<file path="src/rtl/nseq_pkg.sv">
package nseq_pkg;

    localparam int REG_W          = 32;
    localparam int BYTE_W         = 8;
    localparam int WCNT_W         = 6;
    localparam int ADDR_BYTES_MAX = REG_W / BYTE_W;
    localparam int IDX_W          = $clog2(ADDR_BYTES_MAX);
    localparam int RA_W           = 3;

    // control word bit positions (software-visible)
    localparam int B_DO_CMD1 = 16;
    localparam int B_DO_COL  = 17;
    localparam int B_DO_ROW  = 18;
    localparam int B_DO_CMD2 = 19;
    localparam int B_RD      = 20;
    localparam int B_WR      = 21;
    localparam int B_SPEC    = 24;
    localparam int B_READY   = 26;
    localparam int B_ERR     = 27;
    localparam int B_LEN_LO  = 28;
    localparam int B_HOLD_CE = 30;
    localparam int B_GO      = 31;

    localparam logic [REG_W-1:0] STATUS_MASK =
        (32'h1 << B_GO) | (32'h1 << B_ERR) | (32'h1 << B_READY);

    localparam logic [RA_W-1:0] RA_CTL  = 3'd0;
    localparam logic [RA_W-1:0] RA_COL  = 3'd1;
    localparam logic [RA_W-1:0] RA_ROW  = 3'd2;
    localparam logic [RA_W-1:0] RA_DATA = 3'd3;
    localparam logic [RA_W-1:0] RA_WAIT = 3'd4;
    localparam logic [RA_W-1:0] RA_CFG  = 3'd5;

    typedef enum logic [1:0] {
        BK_CMD   = 2'd0,
        BK_ADDR  = 2'd1,
        BK_WDATA = 2'd2,
        BK_RDATA = 2'd3
    } bus_kind_e;

    typedef enum logic [3:0] {
        PH_IDLE   = 4'd0,
        PH_CMD1   = 4'd1,
        PH_COL    = 4'd2,
        PH_ROW    = 4'd3,
        PH_CMD2   = 4'd4,
        PH_LWAIT  = 4'd5,
        PH_RBWAIT = 4'd6,
        PH_DATA   = 4'd7,
        PH_END    = 4'd8
    } phase_e;

    typedef struct packed {
        logic [WCNT_W-1:0] lng;
        logic [WCNT_W-1:0] rd_hold;
        logic [WCNT_W-1:0] wr_hold;
        logic [WCNT_W-1:0] pulse;
        logic [WCNT_W-1:0] setup;
    } wait_cfg_t;

    typedef struct packed {
        logic [IDX_W-1:0] row_m1;
        logic [IDX_W-1:0] col_m1;
    } addr_cfg_t;

    // a programmed count of zero behaves like one cycle
    function automatic logic [WCNT_W-1:0] cycles_m1(input logic [WCNT_W-1:0] v);
        return (v == '0) ? '0 : v - 1'b1;
    endfunction

    function automatic logic [BYTE_W-1:0] pick_byte(input logic [REG_W-1:0] w,
                                                   input logic [IDX_W-1:0] i);
        return w[{i, 3'b000} +: BYTE_W];
    endfunction

    // first enabled phase strictly after cur, in the fixed order
    function automatic phase_e next_phase(input phase_e cur, input logic [REG_W-1:0] c);
        phase_e n;
        n = PH_END;
        if (cur < PH_CMD1 && c[B_DO_CMD1])             n = PH_CMD1;
        else if (cur < PH_COL && c[B_DO_COL])          n = PH_COL;
        else if (cur < PH_ROW && c[B_DO_ROW])          n = PH_ROW;
        else if (cur < PH_CMD2 && c[B_DO_CMD2])        n = PH_CMD2;
        else if (cur < PH_DATA && (c[B_RD] || c[B_WR])) n = PH_DATA;
        return n;
    endfunction

endpackage

</file>
<file path="src/rtl/nseq_regs.sv">
module nseq_regs
    import nseq_pkg::*;
(
    input  logic              clk,
    input  logic              rst,
    input  logic              wr_en,
    input  logic [RA_W-1:0]   addr,
    input  logic [REG_W-1:0]  wdata,
    input  logic              busy,
    input  logic              ready,
    input  logic              err,
    input  logic              rd_load,
    input  logic [REG_W-1:0]  rd_word,
    output logic [REG_W-1:0]  rdata,
    output logic              start,
    output logic [REG_W-1:0]  ctl_q,
    output logic [REG_W-1:0]  col_q,
    output logic [REG_W-1:0]  row_q,
    output logic [REG_W-1:0]  data_q,
    output wait_cfg_t         wait_q,
    output addr_cfg_t         acfg
);

    localparam int CFG_W = 8;
    logic [CFG_W-1:0] cfg_q;
    logic             wr_ok;

    assign wr_ok = wr_en && !busy;
    assign start = wr_ok && (addr == RA_CTL) && wdata[B_GO];
    assign acfg  = addr_cfg_t'(cfg_q[7:4]);

    always_ff @(posedge clk) begin
        if (rst) begin
            ctl_q  <= '0;
            col_q  <= '0;
            row_q  <= '0;
            data_q <= '0;
            wait_q <= '0;
            cfg_q  <= '0;
        end else begin
            if (wr_ok) begin
                case (addr)
                    RA_CTL:  ctl_q  <= wdata & ~STATUS_MASK;
                    RA_COL:  col_q  <= wdata;
                    RA_ROW:  row_q  <= wdata;
                    RA_DATA: data_q <= wdata;
                    RA_WAIT: wait_q <= wait_cfg_t'(wdata[$bits(wait_cfg_t)-1:0]);
                    RA_CFG:  cfg_q  <= wdata[CFG_W-1:0];
                    default: ;
                endcase
            end
            if (rd_load) data_q <= rd_word;
        end
    end

    always_comb begin
        case (addr)
            RA_CTL:  rdata = (ctl_q & ~STATUS_MASK)
                           | (REG_W'(busy)  << B_GO)
                           | (REG_W'(err)   << B_ERR)
                           | (REG_W'(ready) << B_READY);
            RA_COL:  rdata = col_q;
            RA_ROW:  rdata = row_q;
            RA_DATA: rdata = data_q;
            RA_WAIT: rdata = REG_W'(wait_q);
            RA_CFG:  rdata = REG_W'(cfg_q);
            default: rdata = '0;
        endcase
    end

    AST_FROZEN_WHILE_BUSY: assert property (@(posedge clk) disable iff (rst)
        busy |=> $stable({ctl_q, col_q, row_q, wait_q, cfg_q}));

endmodule

</file>
<file path="src/rtl/nseq_strobe.sv">
module nseq_strobe
    import nseq_pkg::*;
(
    input  logic              clk,
    input  logic              rst,
    input  logic              start,
    input  bus_kind_e         kind,
    input  logic [BYTE_W-1:0] byte_in,
    input  logic [WCNT_W-1:0] t_setup,
    input  logic [WCNT_W-1:0] t_pulse,
    input  logic [WCNT_W-1:0] t_wr_hold,
    input  logic [WCNT_W-1:0] t_rd_hold,
    input  logic [BYTE_W-1:0] dq_i,
    output logic              cle,
    output logic              ale,
    output logic              we_n,
    output logic              re_n,
    output logic [BYTE_W-1:0] dq_o,
    output logic              dq_oe,
    output logic              done,
    output logic [BYTE_W-1:0] rd_byte
);

    typedef enum logic [1:0] {ST_IDLE, ST_SETUP, ST_PULSE, ST_HOLD} st_e;

    st_e               st;
    bus_kind_e         kind_q;
    logic [BYTE_W-1:0] byte_q;
    logic [WCNT_W-1:0] cnt;
    logic              is_rd;
    logic              act;

    assign is_rd = (kind_q == BK_RDATA);
    assign act   = (st != ST_IDLE);

    always_ff @(posedge clk) begin
        if (rst) begin
            st      <= ST_IDLE;
            kind_q  <= BK_CMD;
            byte_q  <= '0;
            cnt     <= '0;
            done    <= 1'b0;
            rd_byte <= '0;
        end else begin
            done <= 1'b0;
            case (st)
                ST_IDLE: if (start) begin
                    kind_q <= kind;
                    byte_q <= byte_in;
                    cnt    <= cycles_m1(t_setup);
                    st     <= ST_SETUP;
                end
                ST_SETUP: if (cnt == '0) begin
                    cnt <= cycles_m1(t_pulse);
                    st  <= ST_PULSE;
                end else cnt <= cnt - 1'b1;
                ST_PULSE: if (cnt == '0) begin
                    if (is_rd) rd_byte <= dq_i;   // strobe rises at this edge
                    cnt <= is_rd ? cycles_m1(t_rd_hold) : cycles_m1(t_wr_hold);
                    st  <= ST_HOLD;
                end else cnt <= cnt - 1'b1;
                ST_HOLD: if (cnt == '0) begin
                    done <= 1'b1;
                    st   <= ST_IDLE;
                end else cnt <= cnt - 1'b1;
                default: st <= ST_IDLE;
            endcase
        end
    end

    assign cle   = act && (kind_q == BK_CMD);
    assign ale   = act && (kind_q == BK_ADDR);
    assign dq_oe = act && !is_rd;
    assign dq_o  = byte_q;
    assign we_n  = !((st == ST_PULSE) && !is_rd);
    assign re_n  = !((st == ST_PULSE) && is_rd);

    AST_WE_RE_EXCL: assert property (@(posedge clk) disable iff (rst)
        !(!we_n && !re_n));
    AST_CLE_ALE_EXCL: assert property (@(posedge clk) disable iff (rst)
        !(cle && ale));
    AST_START_WHEN_IDLE: assert property (@(posedge clk) disable iff (rst)
        start |-> (st == ST_IDLE));

endmodule

</file>
<file path="src/rtl/nseq_ctrl.sv">
module nseq_ctrl
    import nseq_pkg::*;
(
    input  logic              clk,
    input  logic              rst,
    input  logic              start,
    input  logic [REG_W-1:0]  start_ctl,
    input  logic [REG_W-1:0]  ctl,
    input  logic [REG_W-1:0]  col,
    input  logic [REG_W-1:0]  row,
    input  logic [REG_W-1:0]  data,
    input  addr_cfg_t         acfg,
    input  logic [WCNT_W-1:0] t_long,
    input  logic              ready,
    input  logic              strb_done,
    input  logic [BYTE_W-1:0] strb_rd_byte,
    output logic              busy,
    output logic              err,
    output logic              ce_n,
    output logic              strb_start,
    output bus_kind_e         strb_kind,
    output logic [BYTE_W-1:0] strb_byte,
    output logic              rd_load,
    output logic [REG_W-1:0]  rd_word
);

    phase_e            ph;
    logic              pend;
    logic [IDX_W-1:0]  idx;
    logic [WCNT_W-1:0] lcnt;
    logic [REG_W-1:0]  word_q;
    logic              both;
    logic              is_rd;
    logic              bus_phase;
    logic [IDX_W-1:0]  data_last;

    assign both      = ctl[B_RD] && ctl[B_WR];
    assign is_rd     = ctl[B_RD];
    assign data_last = ctl[B_LEN_LO +: IDX_W];
    assign bus_phase = (ph == PH_CMD1) || (ph == PH_COL) || (ph == PH_ROW) ||
                       (ph == PH_CMD2) || ((ph == PH_DATA) && !both);
    assign strb_start = bus_phase && !pend;
    assign rd_load    = (ph == PH_END) && ctl[B_RD] && !ctl[B_WR];
    assign rd_word    = word_q;

    always_comb begin
        strb_kind = BK_CMD;
        strb_byte = '0;
        case (ph)
            PH_CMD1: strb_byte = ctl[7:0];
            PH_CMD2: strb_byte = ctl[15:8];
            PH_COL: begin
                strb_kind = BK_ADDR;
                strb_byte = ctl[B_SPEC] ? '0 : pick_byte(col, idx);
            end
            PH_ROW: begin
                strb_kind = BK_ADDR;
                strb_byte = pick_byte(row, idx);
            end
            PH_DATA: begin
                strb_kind = is_rd ? BK_RDATA : BK_WDATA;
                strb_byte = pick_byte(data, idx);
            end
            default: ;
        endcase
    end

    always_ff @(posedge clk) begin
        if (rst) begin
            ph     <= PH_IDLE;
            pend   <= 1'b0;
            idx    <= '0;
            lcnt   <= '0;
            word_q <= '0;
            busy   <= 1'b0;
            err    <= 1'b0;
            ce_n   <= 1'b1;
        end else begin
            if (strb_start) pend <= 1'b1;
            case (ph)
                PH_IDLE: if (start) begin
                    busy   <= 1'b1;
                    err    <= 1'b0;
                    ce_n   <= 1'b0;
                    idx    <= '0;
                    word_q <= '0;
                    ph     <= next_phase(PH_IDLE, start_ctl);
                end
                PH_CMD1: if (strb_done) begin
                    pend <= 1'b0;
                    ph   <= next_phase(PH_CMD1, ctl);
                end
                PH_COL: if (strb_done) begin
                    pend <= 1'b0;
                    if (ctl[B_SPEC] || idx == acfg.col_m1) begin
                        idx <= '0;
                        ph  <= next_phase(PH_COL, ctl);
                    end else idx <= idx + 1'b1;
                end
                PH_ROW: if (strb_done) begin
                    pend <= 1'b0;
                    if (idx == acfg.row_m1) begin
                        idx <= '0;
                        ph  <= next_phase(PH_ROW, ctl);
                    end else idx <= idx + 1'b1;
                end
                PH_CMD2: if (strb_done) begin
                    pend <= 1'b0;
                    lcnt <= cycles_m1(t_long);
                    ph   <= PH_LWAIT;
                end
                PH_LWAIT: if (lcnt == '0) ph <= PH_RBWAIT;
                          else lcnt <= lcnt - 1'b1;
                PH_RBWAIT: if (ready) ph <= next_phase(PH_RBWAIT, ctl);
                PH_DATA: begin
                    if (both) begin
                        err <= 1'b1;
                        ph  <= PH_END;
                    end else if (strb_done) begin
                        pend <= 1'b0;
                        if (is_rd) word_q[{idx, 3'b000} +: BYTE_W] <= strb_rd_byte;
                        if (idx == data_last) begin
                            idx <= '0;
                            ph  <= PH_END;
                        end else idx <= idx + 1'b1;
                    end
                end
                PH_END: begin
                    busy <= 1'b0;
                    ce_n <= !ctl[B_HOLD_CE];
                    ph   <= PH_IDLE;
                end
                default: ph <= PH_IDLE;
            endcase
        end
    end

    AST_CE_HELD_IN_TXN: assert property (@(posedge clk) disable iff (rst)
        (ph != PH_IDLE) |-> !ce_n);
    AST_CE_FREED_AT_END: assert property (@(posedge clk) disable iff (rst)
        ($fell(busy) && !ctl[B_HOLD_CE]) |-> ce_n);
    AST_DATA_AFTER_READY: assert property (@(posedge clk) disable iff (rst)
        ((ph == PH_DATA) && ($past(ph) == PH_RBWAIT)) |-> $past(ready));
    AST_ERR_ONLY_ON_CONFLICT: assert property (@(posedge clk) disable iff (rst)
        $rose(err) |-> (ctl[B_RD] && ctl[B_WR]));

endmodule

</file>
<file path="src/rtl/nand_seq_engine.sv">
module nand_seq_engine
    import nseq_pkg::*;
(
    input  logic              clk,
    input  logic              rst,
    input  logic              reg_wr,
    input  logic [RA_W-1:0]   reg_addr,
    input  logic [REG_W-1:0]  reg_wdata,
    output logic [REG_W-1:0]  reg_rdata,
    output logic              nf_cle,
    output logic              nf_ale,
    output logic              nf_ce_n,
    output logic              nf_we_n,
    output logic              nf_re_n,
    output logic [BYTE_W-1:0] nf_dq_o,
    output logic              nf_dq_oe,
    input  logic [BYTE_W-1:0] nf_dq_i,
    input  logic              nf_rb
);

    logic              ready_q;
    logic              busy, err, start, rd_load;
    logic [REG_W-1:0]  ctl_q, col_q, row_q, data_q, rd_word;
    wait_cfg_t         wait_q;
    addr_cfg_t         acfg;
    logic              strb_start, strb_done;
    bus_kind_e         strb_kind;
    logic [BYTE_W-1:0] strb_byte, strb_rd_byte;

    always_ff @(posedge clk) begin
        if (rst) ready_q <= 1'b0;
        else     ready_q <= nf_rb;
    end

    nseq_regs u_regs (
        .clk     (clk),
        .rst     (rst),
        .wr_en   (reg_wr),
        .addr    (reg_addr),
        .wdata   (reg_wdata),
        .busy    (busy),
        .ready   (ready_q),
        .err     (err),
        .rd_load (rd_load),
        .rd_word (rd_word),
        .rdata   (reg_rdata),
        .start   (start),
        .ctl_q   (ctl_q),
        .col_q   (col_q),
        .row_q   (row_q),
        .data_q  (data_q),
        .wait_q  (wait_q),
        .acfg    (acfg)
    );

    nseq_ctrl u_ctrl (
        .clk          (clk),
        .rst          (rst),
        .start        (start),
        .start_ctl    (reg_wdata),
        .ctl          (ctl_q),
        .col          (col_q),
        .row          (row_q),
        .data         (data_q),
        .acfg         (acfg),
        .t_long       (wait_q.lng),
        .ready        (ready_q),
        .strb_done    (strb_done),
        .strb_rd_byte (strb_rd_byte),
        .busy         (busy),
        .err          (err),
        .ce_n         (nf_ce_n),
        .strb_start   (strb_start),
        .strb_kind    (strb_kind),
        .strb_byte    (strb_byte),
        .rd_load      (rd_load),
        .rd_word      (rd_word)
    );

    nseq_strobe u_strobe (
        .clk       (clk),
        .rst       (rst),
        .start     (strb_start),
        .kind      (strb_kind),
        .byte_in   (strb_byte),
        .t_setup   (wait_q.setup),
        .t_pulse   (wait_q.pulse),
        .t_wr_hold (wait_q.wr_hold),
        .t_rd_hold (wait_q.rd_hold),
        .dq_i      (nf_dq_i),
        .cle       (nf_cle),
        .ale       (nf_ale),
        .we_n      (nf_we_n),
        .re_n      (nf_re_n),
        .dq_o      (nf_dq_o),
        .dq_oe     (nf_dq_oe),
        .done      (strb_done),
        .rd_byte   (strb_rd_byte)
    );

    AST_IDLE_NO_STROBE: assert property (@(posedge clk) disable iff (rst)
        !busy |-> (nf_we_n && nf_re_n));
    AST_STROBE_UNDER_CE: assert property (@(posedge clk) disable iff (rst)
        (!nf_we_n || !nf_re_n) |-> !nf_ce_n);

endmodule

</file>
<file path="config.mk">
export PLATFORM = sky130hd
export DESIGN_NAME = nand_seq_engine
export DESIGN_NICKNAME = d
export VERILOG_FILES = /design/src/rtl/nseq_pkg.sv /design/src/rtl/nseq_regs.sv /design/src/rtl/nseq_strobe.sv /design/src/rtl/nseq_ctrl.sv /design/src/rtl/nand_seq_engine.sv
export SDC_FILE = /design/constraint.sdc
export NUM_CORES = 1
export LEC_CHECK = 0
export ABC_AREA = 1
export ABC_CLOCK_PERIOD_IN_PS = 2710
export BUFFER_PORTS_ARGS = -buffer_cell sky130_fd_sc_hd__clkbuf_2
export CAP_MARGIN = 25
export CORE_AREA = 2 2 156 158
export CTS_CLUSTER_SIZE = 10
export DETAILED_ROUTE_END_ITERATION = 7
export DIE_AREA = 0 0 158 160
export PLACE_DENSITY = 0.7
export SYNTH_ARGS = -nofsm -noshare
export SYNTH_HDL_FRONTEND = slang
export SYNTH_SLANG_ARGS = --single-unit
</file>
<file path="constraint.sdc">
create_clock -name clk -period 2.71 [get_ports clk]
set_input_delay 0.542 -clock clk [delete_from_list [all_inputs] [get_ports clk]]
set_output_delay 0.542 -clock clk [all_outputs]
set_load 0.03 [all_outputs]
</file>
* Word level (Yosys, flattened, before mapping)
Cells that the tools add are included.
** Storage, ports and cells
- Word-level logic and storage cells :: 225
- Register bits :: 239
** Cells by class
- Reductions and logical operators :: 65
- Bitwise logic cells :: 4
- Muxes and demuxes :: 75
- Add/subtract/negate cells :: 9
- Shift operators :: 5
- Equality and inequality tests :: 42
** Operator list (count)
- two-way mux 32 bit :: 7
- case mux 32 bit (6 select lines) :: 1
- variable part select 32 x 6 -> 8 bit :: 3
- two-way mux 4 bit :: 21
- two-way mux 6 bit :: 12
- case mux 32 bit (2 select lines) :: 1
- logical NOT 6 bit :: 7
- subtractor 6 x 1 -> 6 bit, second input constant :: 7
- case mux 8 bit (5 select lines) :: 1
- bitwise mux 32 bit :: 1
- bitwise OR 31 x 32 -> 32 bit :: 1
- bitwise OR 32 x 27 -> 32 bit :: 1
- bitwise OR 32 x 28 -> 32 bit :: 1
- case mux 4 bit (8 select lines) :: 1
- variable shift 8 x 7 -> 32 bit, first input constant :: 1
- variable part select 8 x 7 -> 32 bit :: 1
- two-way mux 2 bit :: 12
- case mux 6 bit (4 select lines) :: 1
- != test 2 x 1 -> 1 bit, second input constant :: 10
- != test 2 bit, second input constant :: 9
- AND reduction 2 bit :: 9
- == test 4 x 3 -> 1 bit, second input constant :: 4
- case mux 2 bit (4 select lines) :: 2
- logical AND 1 bit :: 13
- 33 further kinds :: 73

* Depth between registers and ports, before layout
Gate-level depths: netlist of the first run.
- Depth in word-level cells :: 10
- Gate-level depth with buffers :: 14
- Gate-level depth less buffers :: 12

* Cells and area by module
From an unflattened synthesis of the first run, not the netlist that was laid out.
** Second synthesis, totals
- Cell total of the unflattened synthesis :: 2193
- Area, all modules :: 13628.1 um^2
** By module, submodules not included
- nseq_regs :: area an instance 7723.7 um^2, instances 1, cells each 1203
- nseq_ctrl :: area an instance 3925.0 um^2, instances 1, cells each 680
- nseq_strobe :: area an instance 1949.4 um^2, instances 1, cells each 307
- nand_seq_engine :: area an instance 30.0 um^2, instances 1, cells each 3

* Least setup slack after synthesis of the first run
Ideal clock, no wire load.
- Kind :: in2out
- Start :: input reg_addr[2]
- End :: output reg_rdata[27]
- Path buffers :: 2
- Stages :: 5
- Arrival time :: 1.918 ns
- Path slack :: 0.250 ns
- Cells stage by stage :: buf_2 nor3_4 inv_2 clkbuf_1 o2111ai_1
** Between the ends
- Word-level cells in the longest chain between the ends :: 2
** Ends and longest elaborated chain
- start: declaration :: RTL line nand_seq_engine.sv:7 : input logic [RA_W-1:0] reg_addr,
- == test 3 bit, or another cell as far along :: RTL line nseq_regs.sv:57 : case (addr)
- case mux 32 bit (6 select lines) * :: RTL line nseq_regs.sv:57
- end: declaration :: RTL line nand_seq_engine.sv:9 : output logic [REG_W-1:0] reg_rdata,
Every way passes the cells marked *; elsewhere a longest branch is shown, timed or not.

* Final worst setup path of the first run
- Start :: register, netlist name u_regs.wait_q[24]
- End :: output reg_rdata[24]
** Between the ends
- Word-level cells in the longest chain between the ends :: 1
** Ends and longest elaborated chain (RTL line)
- case mux 32 bit (6 select lines) :: nseq_regs.sv:57
Every way passes these cells.

==> results of run 1 <==
registers in the layout, summed over array words and instances, names as in the netlist, 2 cells and up:
register          cells
u_ctrl.idx            2
u_strobe.kind_q       2
u_regs.data_q        32
u_strobe.st           2
u_strobe.rd_byte      8
u_ctrl.rd_word       32
u_regs.cfg_q          8
u_regs.row_q         32
u_ctrl.ph             4
u_regs.col_q         32
u_strobe.dq_o         8
u_ctrl.lcnt           6
u_regs.ctl_q         29
u_regs.wait_q        30
u_strobe.cnt          6
cell families after synthesis:
| family | share of synthesized area, % |
|---|---|
| AO/OA/AOI/OAI | 22.61 |
| XOR/XNOR | 1.429 |
| adder cells (fa/ha/maj) | 2.138 |
| buffers and inverters | 11.08 |
| flip-flops | 37.16 |
| AND/OR/NAND/NOR | 25.58 |
cells in the final DEF (no fill, tap or decap), types with 6 or more instances in the layout:
master,n
clkbuf_16,29
o2111ai_1,6
a31oi_1,6
o22ai_1,21
nand4_1,14
xor2_1,16
nand3_1,163
inv_1,234
a221oi_1,24
a22oi_1,12
a21oi_1,199
dfxtp_1,239
buf_4,42
nor2_1,154
ha_1,22
clkbuf_1,8
inv_2,7
o21ai_0,227
o211ai_1,12
buf_12,11
nand2_1,390
nor3_1,26
o21ai_1,14
clkbuf_2,92
area by class of cell:
| class | instances | area (µm²) | share of cell area, % |
|---|---|---|---|
| antenna | 1 | 2.502 | 0.01707 |
| clock buffer | 40 | 797.0 | 5.437 |
| clock inverter | 3 | 55.05 | 0.3755 |
| inverter | 246 | 925.9 | 6.316 |
| multi-input combinational | 1344 | 6683 | 45.58 |
| sequential | 239 | 4785 | 32.64 |
| tap | 324 | 405.4 | 2.765 |
| timing repair buffer | 146 | 1007 | 6.870 |
power groups by stage:
stage               Sequential [mW]  Combinational (mW)  Clock [mW]
floorplan                      3.85                1.37           0
global placement               3.90                1.96           0
detailed placement             3.90                1.97           0
CTS                            3.83                1.98        3.64
global route                   3.85                2.23        3.80
finish                         3.83                2.02        3.63
worst min-delay path by stage:
stage	from	to	cells past startpoint
after detailed placement	u_strobe.dq_o[1]	u_strobe.dq_o[1]	2
after global routing	nf_rb	ready_q	3
after floorplan	u_regs.ctl_q[30]	u_ctrl.ce_n	1
after CTS	nf_rb	ready_q	3
after global placement	u_strobe.dq_o[4]	u_strobe.dq_o[4]	2
final	nf_rb	ready_q	3
per-layer routing:
metal | track usage (%) | share of wire [%] | vias to the layer above
met3 | 6.784 | 10 | 160
met1 | 55.72 | 42 | 6397
met5 | 0 | 0 | -
met2 | 59.15 | 43 | 854
met4 | 17.16 | 5.1 | 0
li1 | - | - | 6560
critical path, delay by kind of cell, from the launching register on:
kind	cells	cell delay, ns
buffers and inverters	2	0.41
flip-flops	1	0.35
AO/OA/AOI/OAI	3	0.76
repair_timing:
item / in CTS / in global routing
endpoints found under the hold margin: 0 / 0
endpoints found under the setup margin: 0 / 2
resized for setup: 0 / 2
==> results.sh, run 1 <==
export IMPL_status="complete, no violations"
export IMPL_drc=0
export IMPL_dpl_instance_area_mm2=0.01380
export IMPL_switching_share_pct=32.43
export IMPL_area_growth_pct=13.87
export IMPL_worstPathCellList="inv_2 > o22ai_1 > a221oi_1 > o21ai_0 > clkbuf_2"
export IMPL_hold_viol_final=0
export IMPL_finalSetupViolations=0
export IMPL_core_mm2=0.02382
export IMPL_period_minus_slack_ns=2.630
export IMPL_final_setup_tns_ns=0
export IMPL_grt_ovfl_total=0
export IMPL_p_sw_mw=3.077
export IMPL_synth_area_leader_cell="dfxtp_1"
export IMPL_total_power_mw=9.489
export IMPL_synth_area_leaders="dfxtp_1 37%, nand2_1 11%, o21ai_0 8.8%, a21oi_1 7.7%, inv_1 6.9%"
export IMPL_die_w_um=158
export IMPL_reg2reg_from="u_ctrl.idx[1]"
export IMPL_numCtsBuffers=29
export IMPL_htree_levels=1
export IMPL_start_util_pct=54.05
export IMPL_crit_type="flip-flop to output pin"
export IMPL_slowest_stage="a221oi_1"
export IMPL_dr_pass1_iters=6
export IMPL_grt_pass1_vias=12710
export IMPL_internal_power_mw=6.412
export IMPL_netlist_instances=1938
export IMPL_p_clk_share_pct=38.3
export IMPL_pre_cts_ws_ns=0.1458
export IMPL_dpl_cell_count=2299
export IMPL_critPathLaunchType="flip-flop"
export IMPL_hpwl_um=37520
export IMPL_reg2regPathDepth=7
export IMPL_crit_path_end_kind="output pin"
export IMPL_cap_violations=0
export IMPL_power_density_mw_per_mm2=647.3
export IMPL_die_h_um=160
export IMPL_synth_cell_types=44
export IMPL_vias=13970
export IMPL_seqPwrFrac_pct=40.4
export IMPL_clk_pin_slew_worst_paths_ns=0.06
export IMPL_crit_path_start="u_regs.wait_q[24]"
export IMPL_leakagePower_nw=6.406
export IMPL_rows=57
export IMPL_port_buffers=92
export IMPL_vdd_ir_drop_worst_mv=0.5346
export IMPL_grt_start_max_net_pins=82
export IMPL_cts_root_buf="clkbuf_16"
export IMPL_seq_area_frac_synth_pct=37.16
export IMPL_r2r_end="u_ctrl.rd_word[26]"
export IMPL_synth_warnings=0
export IMPL_drive_above_1_share_pct=10.51
export IMPL_synthFlopType="dfxtp_1"
export IMPL_skew_ns=0.02246
export IMPL_synthArstFlopShare_pct=0
export IMPL_avgSynthCellArea_um2=6.643
export IMPL_drt_wl_total_um=50260
export IMPL_globalRouteTotalUtil_pct=39.47
export IMPL_ys_ff_latch=239
export IMPL_synth_top_area_share_pct=37.16
export IMPL_ant_nets=0
export IMPL_fin_area_mm2=0.01466
export IMPL_slew_headroom_pct=54.93
export IMPL_synth_most_common_cell="nand2_1"
export IMPL_fin_crit_sh_pct=97.06
export IMPL_grt_first_pass_wirelength_um=76160
export IMPL_r2r_setup_slack_ns=0.26
export IMPL_cp_data_required_time_ns=2.17
export IMPL_worstMarginPinSlew_ns=0.6754
export IMPL_critical_path_arrival_ns=2.09
export IMPL_clk_latency_ns=0.57
export IMPL_avgRoutedWirePerCell_um=21.45
export IMPL_viasPerCell=5.963
export IMPL_fin_hold_ws_ns=0.1676
export IMPL_cts_tree="built"
export IMPL_fmax_ghz=0.3802
export IMPL_cts_num_sinks=239
export IMPL_crit_end="reg_rdata[24]"
export IMPL_fill_cells=2334
export IMPL_pwr_share_comb_pct=21.3
export IMPL_path_max_fanout=4
export IMPL_utilization_pct=61.55
export IMPL_setup_slack_ns=0.07973
export IMPL_ioPinCount=93
export IMPL_antenna_found_initial=1
export IMPL_synth_edf_count=0
export IMPL_critPathMaxStageDelay_ns=0.37
export IMPL_ys_top_cells_by_count="390 x nand2_1, 239 x dfxtp_1, 236 x inv_1"
export IMPL_slew_violations=0
export IMPL_mappedNetlistArea_mm2=0.01287
export IMPL_clockBufferDepth=3
export IMPL_rsz0062_at_grt="no"
export IMPL_fin_cells=2343
export IMPL_syn_nets=2007
export IMPL_hold_class="input pin to flip-flop"
export IMPL_ctsHoldBuffers=0
export IMPL_drtIter0Drc=1720
export IMPL_dieArea_mm2=0.02528
export IMPL_gp_congestion=1.025
export IMPL_post_cts_buffers=0
export IMPL_fin_nets=2075
Note: power is estimated with default switching activity, not from simulation.
==> run 2, diff against run 1 <==
--- a/config.mk
+++ b/config.mk
@@ -9,11 +9,12 @@
 export ABC_CLOCK_PERIOD_IN_PS = 2710
 export BUFFER_PORTS_ARGS = -buffer_cell sky130_fd_sc_hd__clkbuf_2
 export CAP_MARGIN = 25
-export CORE_AREA = 2 2 156 158
+export CORE_AREA = 2 2 161 163
 export CTS_CLUSTER_SIZE = 10
 export DETAILED_ROUTE_END_ITERATION = 7
-export DIE_AREA = 0 0 158 160
+export DIE_AREA = 0 0 163 165
 export PLACE_DENSITY = 0.7
 export SYNTH_ARGS = -nofsm -noshare
 export SYNTH_HDL_FRONTEND = slang
+export SYNTH_HIERARCHICAL = 1
 export SYNTH_SLANG_ARGS = --single-unit
==> run 2 against run 1 <==
Effect of this change:
- maximum frequency is 4.2% higher
- synthesized cell count up 13%
- register-to-register slack about the same
- sequential power increased by 6.3%
- core utilization is 0.59 points lower
- cell count increased by 9.9%
- clock-buffer cell count is 2 lower
- largest cell class unchanged
==> results.sh, run 2 <==
export IMPL_status="complete, no violations"
export IMPL_grt_pass1_vias=13700
export IMPL_htree_levels=1
export IMPL_die_h_um=165
export IMPL_gp_congestion=0.9710
export IMPL_total_power_mw=11.04
export IMPL_fill_cells=2545
export IMPL_leakagePower_nw=6.775
export IMPL_crit_type="input pin to output pin"
export IMPL_avgRoutedWirePerCell_um=20.02
export IMPL_port_buffers=92
export IMPL_fin_area_mm2=0.01526
export IMPL_synth_warnings=6
export IMPL_dpl_instance_area_mm2=0.01444
export IMPL_ctsHoldBuffers=0
export IMPL_cts_root_buf="clkbuf_16"
export IMPL_grt_start_max_net_pins=60
export IMPL_switching_share_pct=37.69
export IMPL_path_max_fanout=14
export IMPL_avgSynthCellArea_um2=6.214
export IMPL_post_cts_buffers=0
export IMPL_drtIter0Drc=1769
export IMPL_syn_nets=2258
export IMPL_rows=58
export IMPL_seqPwrFrac_pct=36.9
export IMPL_clk_latency_ns=0.57
export IMPL_cap_violations=0
export IMPL_start_util_pct=54.33
export IMPL_fin_crit_sh_pct=93.12
export IMPL_crit_path_start="reg_addr[0]"
export IMPL_dr_pass1_iters=6
export IMPL_cts_num_sinks=239
export IMPL_grt_first_pass_wirelength_um=79070
export IMPL_cp_data_required_time_ns=2.17
export IMPL_fin_cells=2575
export IMPL_numCtsBuffers=29
export IMPL_clockBufferDepth=3
export IMPL_most_common_layout_cells="473 x nand2_1, 393 x nor2_1, 239 x dfxtp_1, 234 x o21ai_0, 180 x inv_1"
export IMPL_area_growth_pct=12.21
export IMPL_drt_wl_total_um=51560
export IMPL_critical_path_arrival_ns=1.98
export IMPL_dpl_cell_count=2533
export IMPL_vias=15050
export IMPL_globalRouteTotalUtil_pct=38.14
export IMPL_rsz0062_at_grt="no"
export IMPL_netlist_instances=2189
export IMPL_cts_resized_gates=0
export IMPL_period_minus_slack_ns=2.524
export IMPL_critPathLaunchType="input pin"
export IMPL_hold_viol_final=0
export IMPL_die_w_um=163
export IMPL_core_mm2=0.02504
export IMPL_reg2reg_from="u_ctrl/ph[2]"
export IMPL_cts_tree="built"
export IMPL_hpwl_um=36930
export IMPL_diodes=0
export IMPL_finalSetupViolations=0
export IMPL_hold_class="input pin to flip-flop"
export IMPL_final_common_cell="nand2_1"
export IMPL_antenna_found_initial=0
export IMPL_grt_ovfl_total=0
export IMPL_p_sw_mw=4.161
export IMPL_p_clk_share_pct=32.0
export IMPL_ant_nets=0
export IMPL_fmax_ghz=0.3962
export IMPL_clk_pin_slew_worst_paths_ns=0.06
export IMPL_worstMarginPinSlew_ns=0.9259
export IMPL_power_density_mw_per_mm2=723.4
export IMPL_slew_headroom_pct=38.20
export IMPL_internal_power_mw=6.879
export IMPL_drc=0
export IMPL_hold_start="nf_rb"
export IMPL_pwr_share_comb_pct=31.1
export IMPL_skew_ns=0.01770
export IMPL_final_setup_tns_ns=0
export IMPL_slew_violations=0
export IMPL_viasPerCell=5.844
export IMPL_ioPinCount=93
export IMPL_crit_path_end_kind="output pin"
export IMPL_dieArea_mm2=0.02690
export IMPL_mappedNetlistArea_mm2=0.01360
export IMPL_fin_nets=2303
export IMPL_vdd_ir_drop_worst_mv=0.6552
export IMPL_drive_above_1_share_pct=9.889
run 2: changes by cell type in the layout (fill, tap and decap cells not counted), moves of 12 or more:
cell | previous run | this run
o22ai_1 | 21 | 8
a21oi_1 | 199 | 123
nand3_1 | 163 | 131
nand2_1 | 390 | 473
inv_1 | 234 | 180
a221oi_1 | 24 | 0
nor2_1 | 154 | 393
nor3_1 | 26 | 131
a22oi_1 | 12 | 0
run 2: stage by stage:
step | utilization (%) | setup slack [ns] | hold WS (ns)
final | 60.96 | 0.1863 | 0.2005
after global routing | 60.96 | 0.04276 | 0.2024
after CTS | 60.96 | 0.2394 | 0.1888
after detailed placement | 57.67 | 0.1527 | 0.4362
after global placement | 57.61 | 0.2209 | 0.4338
after floorplan | - | 0.5301 | 0.4234
run 2: power groups by stage:
stage | combinational [mW] | clock [mW] | sequential [mW]
4_1_cts | 3.37 | 3.57 | 4.06
3_3_place_gp | 3.31 | 0 | 4.13
5_1_grt | 3.79 | 3.72 | 4.11
3_5_place_dp | 3.36 | 0 | 4.14
2_1_floorplan | 2.37 | 0 | 4.17
6_report | 3.43 | 3.54 | 4.07
run 2: layer usage:
layer | wire length [µm] | vias to the layer above | GRT usage (%)
li1 | - | 7168 | -
met1 | 20900 | 6889 | 50.46
met2 | 23230 | 830 | 61.50
met3 | 4555 | 161 | 4.797
met4 | 2872 | 0 | 19.07
met5 | 0 | - | 0
run 2: worst max-delay path, stage by stage:
cell,delay [ns]
clkbuf_2,0.09
buf_4,0.20
nand3_2,0.34
buf_12,0.28
nor2_1,0.10
a21oi_1,0.08
nand3_1,0.12
clkbuf_2,0.21
run 2: cell type report:
class | instances | area (µm²) | area share (%)
Timing Repair Buffer | 143 | 963.4 | 6.313
Tap cell | 330 | 412.9 | 2.705
Clock inverter | 4 | 35.03 | 0.2295
Sequential cell | 239 | 4785 | 31.35
Multi-Input combinational cell | 1627 | 7545 | 49.43
Inverter | 194 | 732.0 | 4.796
Clock buffer | 38 | 789.5 | 5.173
run 2: worst paths after layout:
kind                             end  slack [ns]  depth (start not counted)
setup / recovery       reg_rdata[18]        0.19                          8
hold / removal               ready_q        0.20                          3
setup reg to reg    u_strobe/dq_o[7]        0.25                          9
hold reg to reg   u_ctrl/rd_word[29]        0.44                          2
